File: config.mk
export PLATFORM = sky130hd
export DESIGN_NAME = switch_word_tx
export DESIGN_NICKNAME = d
export VERILOG_FILES = /design/src/rtl/sws_pkg.sv /design/src/rtl/sws_unit_timer.sv /design/src/rtl/sws_shifter.sv /design/src/rtl/sws_sequencer.sv /design/src/rtl/switch_word_tx.sv
export SDC_FILE = /design/constraint.sdc
export NUM_CORES = 1
export LEC_CHECK = 0
export BUFFER_PORTS_ARGS = -buffer_cell sky130_fd_sc_hd__clkbuf_2
export CORE_MARGIN = 1
export CORE_UTILIZATION = 56
export DETAILED_ROUTE_END_ITERATION = 12
export PLACE_DENSITY = 0.85
export SYNTH_ARGS = -nofsm -noshare
export SYNTH_HDL_FRONTEND = slang
export SYNTH_SLANG_ARGS = --single-unit
File: constraint.sdc
create_clock -name clk -period 2.7 [get_ports clk]
set_clock_uncertainty 0.2 [all_clocks]
set_input_delay 0.675 -clock clk [delete_from_list [all_inputs] [get_ports clk]]
set_output_delay 0.675 -clock clk [all_outputs]
set_load 0.02 [all_outputs]
File: src/rtl/sws_pkg.sv
package sws_pkg;

    localparam int unsigned WORD_W = 7;
    localparam int unsigned CMD_W  = WORD_W + 1;

    typedef enum logic [2:0] {
        PH_IDLE,
        PH_START,
        PH_LEAD,
        PH_DATA,
        PH_SPACE
    } phase_e;

    typedef struct packed {
        logic load;
        logic advance;
    } shift_ctl_t;

    function automatic int unsigned phase_units(
        input phase_e      ph,
        input int unsigned start_u,
        input int unsigned gap_u,
        input int unsigned bit_u
    );
        case (ph)
            PH_START: return start_u;
            PH_LEAD:  return gap_u;
            PH_DATA:  return bit_u;
            PH_SPACE: return gap_u;
            default:  return 1;
        endcase
    endfunction

    function automatic int unsigned max3(
        input int unsigned a,
        input int unsigned b,
        input int unsigned c
    );
        int unsigned m;
        m = a;
        if (b > m) m = b;
        if (c > m) m = c;
        return m;
    endfunction

endpackage

File: src/rtl/sws_unit_timer.sv
module sws_unit_timer #(
    parameter int unsigned PRESCALE = 4,
    parameter int unsigned UW       = 6
) (
    input  logic          clk,
    input  logic          rst,
    input  logic          run,
    input  logic [UW-1:0] len_units,
    output logic          phase_end
);
    localparam int unsigned PW = (PRESCALE > 1) ? $clog2(PRESCALE) : 1;

    logic [PW-1:0] pre_q;
    logic [UW-1:0] unit_q;
    logic          tick;

    assign tick      = run && (pre_q == PW'(PRESCALE - 1));
    assign phase_end = tick && (unit_q == len_units - UW'(1));

    always_ff @(posedge clk) begin
        if (rst || !run) begin
            pre_q  <= '0;
            unit_q <= '0;
        end else begin
            if (tick) begin
                pre_q <= '0;
                if (phase_end) begin
                    unit_q <= '0;
                end else begin
                    unit_q <= unit_q + UW'(1);
                end
            end else begin
                pre_q <= pre_q + PW'(1);
            end
        end
    end

endmodule

File: src/rtl/sws_shifter.sv
module sws_shifter
    import sws_pkg::*;
(
    input  logic              clk,
    input  logic              rst,
    input  shift_ctl_t        ctl,
    input  logic [WORD_W-1:0] word,
    output logic              cur_bit,
    output logic              last_bit
);
    localparam int unsigned IW = $clog2(WORD_W);

    logic [WORD_W-1:0] data_q;
    logic [IW-1:0]     idx_q;

    always_ff @(posedge clk) begin
        if (rst) begin
            data_q <= '0;
            idx_q  <= '0;
        end else if (ctl.load) begin
            data_q <= word;
            idx_q  <= '0;
        end else if (ctl.advance) begin
            data_q <= {1'b0, data_q[WORD_W-1:1]};
            idx_q  <= idx_q + IW'(1);
        end
    end

    assign cur_bit  = data_q[0];
    assign last_bit = (idx_q == IW'(WORD_W - 1));

endmodule

File: src/rtl/sws_sequencer.sv
module sws_sequencer
    import sws_pkg::*;
(
    input  logic       clk,
    input  logic       rst,
    input  logic       start,
    input  logic       phase_end,
    input  logic       last_bit,
    output phase_e     phase,
    output shift_ctl_t ctl
);
    phase_e ph_q, ph_d;

    always_comb begin
        ph_d        = ph_q;
        ctl.load    = 1'b0;
        ctl.advance = 1'b0;
        case (ph_q)
            PH_IDLE: begin
                if (start) begin
                    ph_d     = PH_START;
                    ctl.load = 1'b1;
                end
            end
            PH_START: if (phase_end) ph_d = PH_LEAD;
            PH_LEAD:  if (phase_end) ph_d = PH_DATA;
            PH_DATA:  if (phase_end) ph_d = PH_SPACE;
            PH_SPACE: begin
                if (phase_end) begin
                    if (last_bit) begin
                        ph_d = PH_IDLE;
                    end else begin
                        ph_d        = PH_DATA;
                        ctl.advance = 1'b1;
                    end
                end
            end
            default: ph_d = PH_IDLE;
        endcase
    end

    always_ff @(posedge clk) begin
        if (rst) ph_q <= PH_IDLE;
        else     ph_q <= ph_d;
    end

    assign phase = ph_q;

endmodule

File: src/rtl/switch_word_tx.sv
module switch_word_tx
    import sws_pkg::*;
#(
    parameter int unsigned PRESCALE    = 4,
    parameter int unsigned START_UNITS = 32,
    parameter int unsigned GAP_UNITS   = 8,
    parameter int unsigned BIT_UNITS   = 8
) (
    input  logic             clk,
    input  logic             rst,
    input  logic             start_i,
    input  logic [CMD_W-1:0] cmd_i,
    output logic             line_o,
    output logic             busy_o
);
    localparam int unsigned MAX_U = max3(START_UNITS, GAP_UNITS, BIT_UNITS);
    localparam int unsigned UW    = $clog2(MAX_U + 1);

    phase_e        phase;
    shift_ctl_t    ctl;
    logic          phase_end;
    logic          cur_bit;
    logic          last_bit;
    logic [UW-1:0] len_units;
    logic          unused_hi;

    // The top command bit belongs to another block.
    assign unused_hi = cmd_i[CMD_W-1];

    assign len_units = UW'(phase_units(phase, START_UNITS, GAP_UNITS, BIT_UNITS));

    sws_sequencer u_seq (
        .clk       (clk),
        .rst       (rst),
        .start     (start_i),
        .phase_end (phase_end),
        .last_bit  (last_bit),
        .phase     (phase),
        .ctl       (ctl)
    );

    sws_unit_timer #(
        .PRESCALE (PRESCALE),
        .UW       (UW)
    ) u_timer (
        .clk       (clk),
        .rst       (rst),
        .run       (phase != PH_IDLE),
        .len_units (len_units),
        .phase_end (phase_end)
    );

    sws_shifter u_shift (
        .clk      (clk),
        .rst      (rst),
        .ctl      (ctl),
        .word     (cmd_i[WORD_W-1:0]),
        .cur_bit  (cur_bit),
        .last_bit (last_bit)
    );

    assign line_o = (phase == PH_START) || ((phase == PH_DATA) && cur_bit);
    assign busy_o = (phase != PH_IDLE);

endmodule

# Word level (Yosys, flattened, before mapping)
# Index checks and enable logic that the tools add are counted.
[op_classes]
add_sub_neg = 4
n_eq_ne = 12
muxes = 16
n_reduce_logical = 13
[ops]
columns = ["cell", "n"]
rows = [
  ["2-to-1 mux 3 bit", 5],
  ["case mux 3 bit (5 select lines)", 1],
  ["2-to-1 mux 7 bit", 2],
  ["case mux 6 bit (2 select lines)", 1],
  ["inequality test 2 bit (second input constant)", 5],
  ["adder 6 x 1 -> 6 bit (second input constant)", 1],
  ["== test 3 x 2 -> 1 bit (second input constant)", 2],
  ["== test 3 bit (second input constant)", 2],
  ["== test 6 bit", 1],
  ["2-to-1 mux 6 bit", 1],
  ["subtractor 6 x 1 -> 6 bit (second input constant)", 1],
  ["2-to-1 mux 1 bit", 5],
  ["AND reduction 5 bit", 1],
  ["OR reduction 2 bit", 2],
  ["adder 3 x 1 -> 3 bit (second input constant)", 1],
  ["== test 3 x 1 -> 1 bit (second input constant)", 1],
  ["logical AND 1 bit", 3],
  ["zero test 3 bit", 1],
  ["nonzero test 3 bit", 1],
  ["OR reduction 3 bit", 1],
  ["adder 2 x 1 -> 2 bit (second input constant)", 1],
  ["== test 2 bit (second input constant)", 1],
  ["logical OR 1 bit", 2],
  ["2-to-1 mux 2 bit", 1],
  ["2 further kinds", 2],
]
[word_totals]
regBits = 21
inputBits = 11
out_inout_bits = 2
elab_cells = 50

# Logic depth before layout (Yosys ltp)
[logic_depth]
ltp_word = 10
mapped_depth = 8
mapped_depth_nobuf = 7

# Hierarchy
# Synthesis repeated with hierarchy kept, for this count alone.
[hier_totals]
cells_unflattened = 132
hier_area_um2 = 1207.4
[modules_own_cells]
columns = ["mod", "n_inst", "cells_per_inst", "area_each_um2", "seq_area_each_um2"]
rows = [
  ["sws_unit_timer", 1, 56, 505.5, 160.2],
  ["sws_shifter", 1, 46, 467.9, 200.2],
  ["sws_sequencer", 1, 21, 173.9, 60.1],
  ["switch_word_tx", 1, 9, 60.1, 0.0],
]

# Worst setup path before layout
# OpenSTA, ideal clock, no wires.
[synth_timing]
kind = "flip-flop to output port"
startpoint = "register u_seq.ph_q[1], in the netlist u_seq.phase[1]"
endpoint = "output busy_o"
arrival_ps = 1098
required_time_ps = 1825
setup_slack_ps = 727
path_stages_with_launch = 5
n_path_buf = 2
path_cell_list = "dfxtp_1 -> buf_2 -> nor3_2 -> clkbuf_1 -> inv_1"
[synth_between]
elab_chain_cells = 1
[synth_lines]
columns = ["element", "line_no", "text"]
rows = [
  ["from (decl)", "sws_sequencer.sv:12", "phase_e ph_q, ph_d;"],
  ["from (signal assigned)", "sws_sequencer.sv:44", "else ph_q <= ph_d;"],
  ["nonzero test 3 bit", "switch_word_tx.sv:63", "assign busy_o = (phase != PH_IDLE);"],
  ["to (decl)", "switch_word_tx.sv:14", "output logic busy_o"],
]
# No other way between the ends.

# Worst setup path after layout
[layout_timing]
startpoint = "register u_seq.ph_q[0], in the netlist u_seq.phase[0]"
endpoint = "output busy_o"
# The elaborated chain is that of the path after synthesis.

==> qor.txt <==
DP Wirelength = 1590 um
WHS Path Cells = 1
Vias in the first global route = 781
Total die area = 2260 um^2
Synth unique cells = 41
Crit path capture type = output port
Number of synthesized flops with an enable pin = 0
DR pass1 iterations = 4
Power Dens Cells = 449 nW/um^2
Critical Path AT = 1.41 ns
Number of inserted diodes = 0
Root Buffer = clkbuf_4
H-Tree Depth = 1
Total power = 558 uW
Register area share after synthesis = 0.362
Clock-pin transition on the worst setup and hold timing paths = 0.11 ns
Overall Global Routing Usage = 0.214
Initial Util = 0.592
Netlist Area Pre-Place = 1160 um^2
Remaining antenna violation count = 0
R2R cell count = 5
Std cell rows = 16
CTS Buf Count = 3
Drt total wl = 2240 um
Io pins = 13
Crit path max-delay cell type = dfxtp_1
Layout cells sized above 1 = 0.171
CP max FO = 12
Post-route design area = 1240 um^2
Yosys warns = 0
Post-synth ARST share = 0
Vias = 988
Synth Net Count = 146
Post_cts resized = 0
Required time worst endpoint = 1.82 ns
Max cap viols = 0
RR Startpoint = u_seq.phase[0]
Dpl cells = 163
CP Class = flip-flop to output port
Final hold violation count = 0
DP Worst Slack = 0.555 ns
Slew Viols, Final = 0
Setup slack after layout = 0.412 ns
Slew of the pin with the lowest slew margin = 0.637 ns
Routed vias/inst = 5.92
Seq cells post-synth = 21
Initial antenna violation count = 0
Maximum clock insertion buffer count = 2
Non-filler instance count after layout = 167
Post-CTS Hold Buffers = 0
Clock sink count = 21
Hold EP = u_timer.pre_q[0]
Clock Latency Late Sink = 0.31 ns
First-pass GRT wire length = 3440 um
Layout area overhead = 7.00%
Crit path time final = 2.29 ns
FMAX = 0.437 GHz
CP Launch Type = flip-flop
Iteration-0 DRC Markers = 27
Most common cell after layout, fill and taps aside = dfxtp_1
Post-Syn Instances = 131
GP Congestion = 0.895
RSZ-0062 raised after global routing = false
DR WL/cell = 13.4 um
Hold_sp = u_timer.pre_q[0]
Post-CTS Setup Inserts = 0
IO Port Bufs = 11
Filler cells = 184
Lkg Pwr = 0.458 nW
Status = finished, final reports clean
Area of placed instances = 1210 um^2
Most frequent cells in the layout = dfxtp_1 (21), nor2_1 (13), a211oi_1 (11), clkbuf_2 (11)
Min-delay worst type = flip-flop to flip-flop
Final Cycle Share = 0.847
Worst IR Drop VDD = 0.000306 V
Total grt overflow = 0
R2R setup slack = 0.53 ns
Largest net degree at the start of global routing = 24
Residual DRC = 0
Nets@finish = 156
Worst slew margin = 0.572
Reg2reg end = u_seq.phase[2]
Die Y-Extent = 47.5 um
Syn avg cell area = 8.86 um^2
CTS tree = done
Setup TNS Final = 0 ns
Finish-stage setup viols = 0
Max incr delay on CP = 0.62 ns
Synth Flop Type = dfxtp_1
Critical-path cell list = nor3_2 > buf_4 > inv_1 > clkbuf_2
Core Area = 1960 um^2
Die W = 47.5 um
==> cell type report <==
cell class	instances	area, um^2	share of cell area
timing repair buffer	13	70.1	0.0564
inverter	6	22.5	0.0181
sequential	21	420	0.338
multi-input combinational	96	668	0.538
clock inverter	1	5.00	0.00403
tap	27	33.8	0.0272
clock buffer	3	22.5	0.0181
==> worst max-delay path: cells and delay by family, from the launching register on <==
family | cells | cell delay, ns
buffers and inverters | 3 | 0.40
flip-flops | 1 | 0.62
AND/OR/NAND/NOR | 1 | 0.08
==> through the flow <==
step / util / hold WS [ns]
2_1_floorplan: - / 0.205
3_3_place_gp: 0.619 / 0.215
3_5_place_dp: 0.619 / 0.228
4_1_cts: 0.633 / 0.245
5_1_grt: 0.633 / 0.256
6_report: 0.633 / 0.241
==> Yosys cell counts (2+ instances only) <==
cell type,n,share of area
o21ai_1,2,0.0086
xor2_1,3,0.023
a21oi_1,4,0.017
ha_1,4,0.043
clkbuf_1,4,0.013
inv_1,6,0.019
a211oi_1,11,0.071
nand2_1,7,0.023
nor2_1,13,0.042
and3_1,2,0.011
dfxtp_1,21,0.36
xnor2_1,2,0.015
nand3_1,3,0.013
nor4_1,5,0.027
nor3b_1,2,0.013
mux2i_1,7,0.060
buf_6,2,0.019
nand3b_1,2,0.013
o21ai_0,4,0.017
nor3_1,4,0.017
nand4_1,3,0.016
==> how the worst max path moves through the flow <==
stage / startpoint / cells after the start / to
finish: u_seq.phase[0] / 4 / busy_o
detailed placement: u_seq.phase[0] / 5 / u_seq.phase[2]
floorplan: u_seq.phase[1] / 4 / busy_o
global route: u_seq.phase[0] / 4 / busy_o
CTS: u_seq.phase[0] / 4 / busy_o
global placement: u_seq.phase[0] / 5 / u_seq.phase[2]
==> flip-flops by register name (all words and copies together) (netlist names) <==
register	flops
u_shift.idx_q	3
u_seq.phase	3
u_shift.data_q	7
u_timer.unit_q	6
u_timer.pre_q	2
==> kinds of logic (layout without fill, tap and decap cells) <==
| logic type | count (synthesis) | after routing | share of synthesized area |
|---|---|---|---|
| AOI/OAI and AO/OA | 29 | 29 | 0.183 |
| xor gates and xnor gates | 5 | 5 | 0.0377 |
| adders and majority gates | 4 | 4 | 0.0431 |
| buffers and inverters | 14 | 23 | 0.0625 |
| DFF | 21 | 21 | 0.362 |
| muxes | 7 | 7 | 0.0603 |
| and+or+nand+nor | 51 | 51 | 0.251 |
==> report_power, final <==
group	leakage, nW	total, mW	switching (mW)	internal [mW]
logic	0.269	0.0709	0.0420	0.0289
registers	0.171	0.333	0.0112	0.322
clock network	0.0177	0.154	0.0986	0.0555
==> layer usage <==
metal	global-route usage	wire length, um	part of all wire
met3	0.0566	117	0.052
met2	0.359	1040	0.47
met5	0	0	0
met1	0.275	1060	0.47
met4	0.0500	16	0.0072
(Power assumes the default switching activity.)
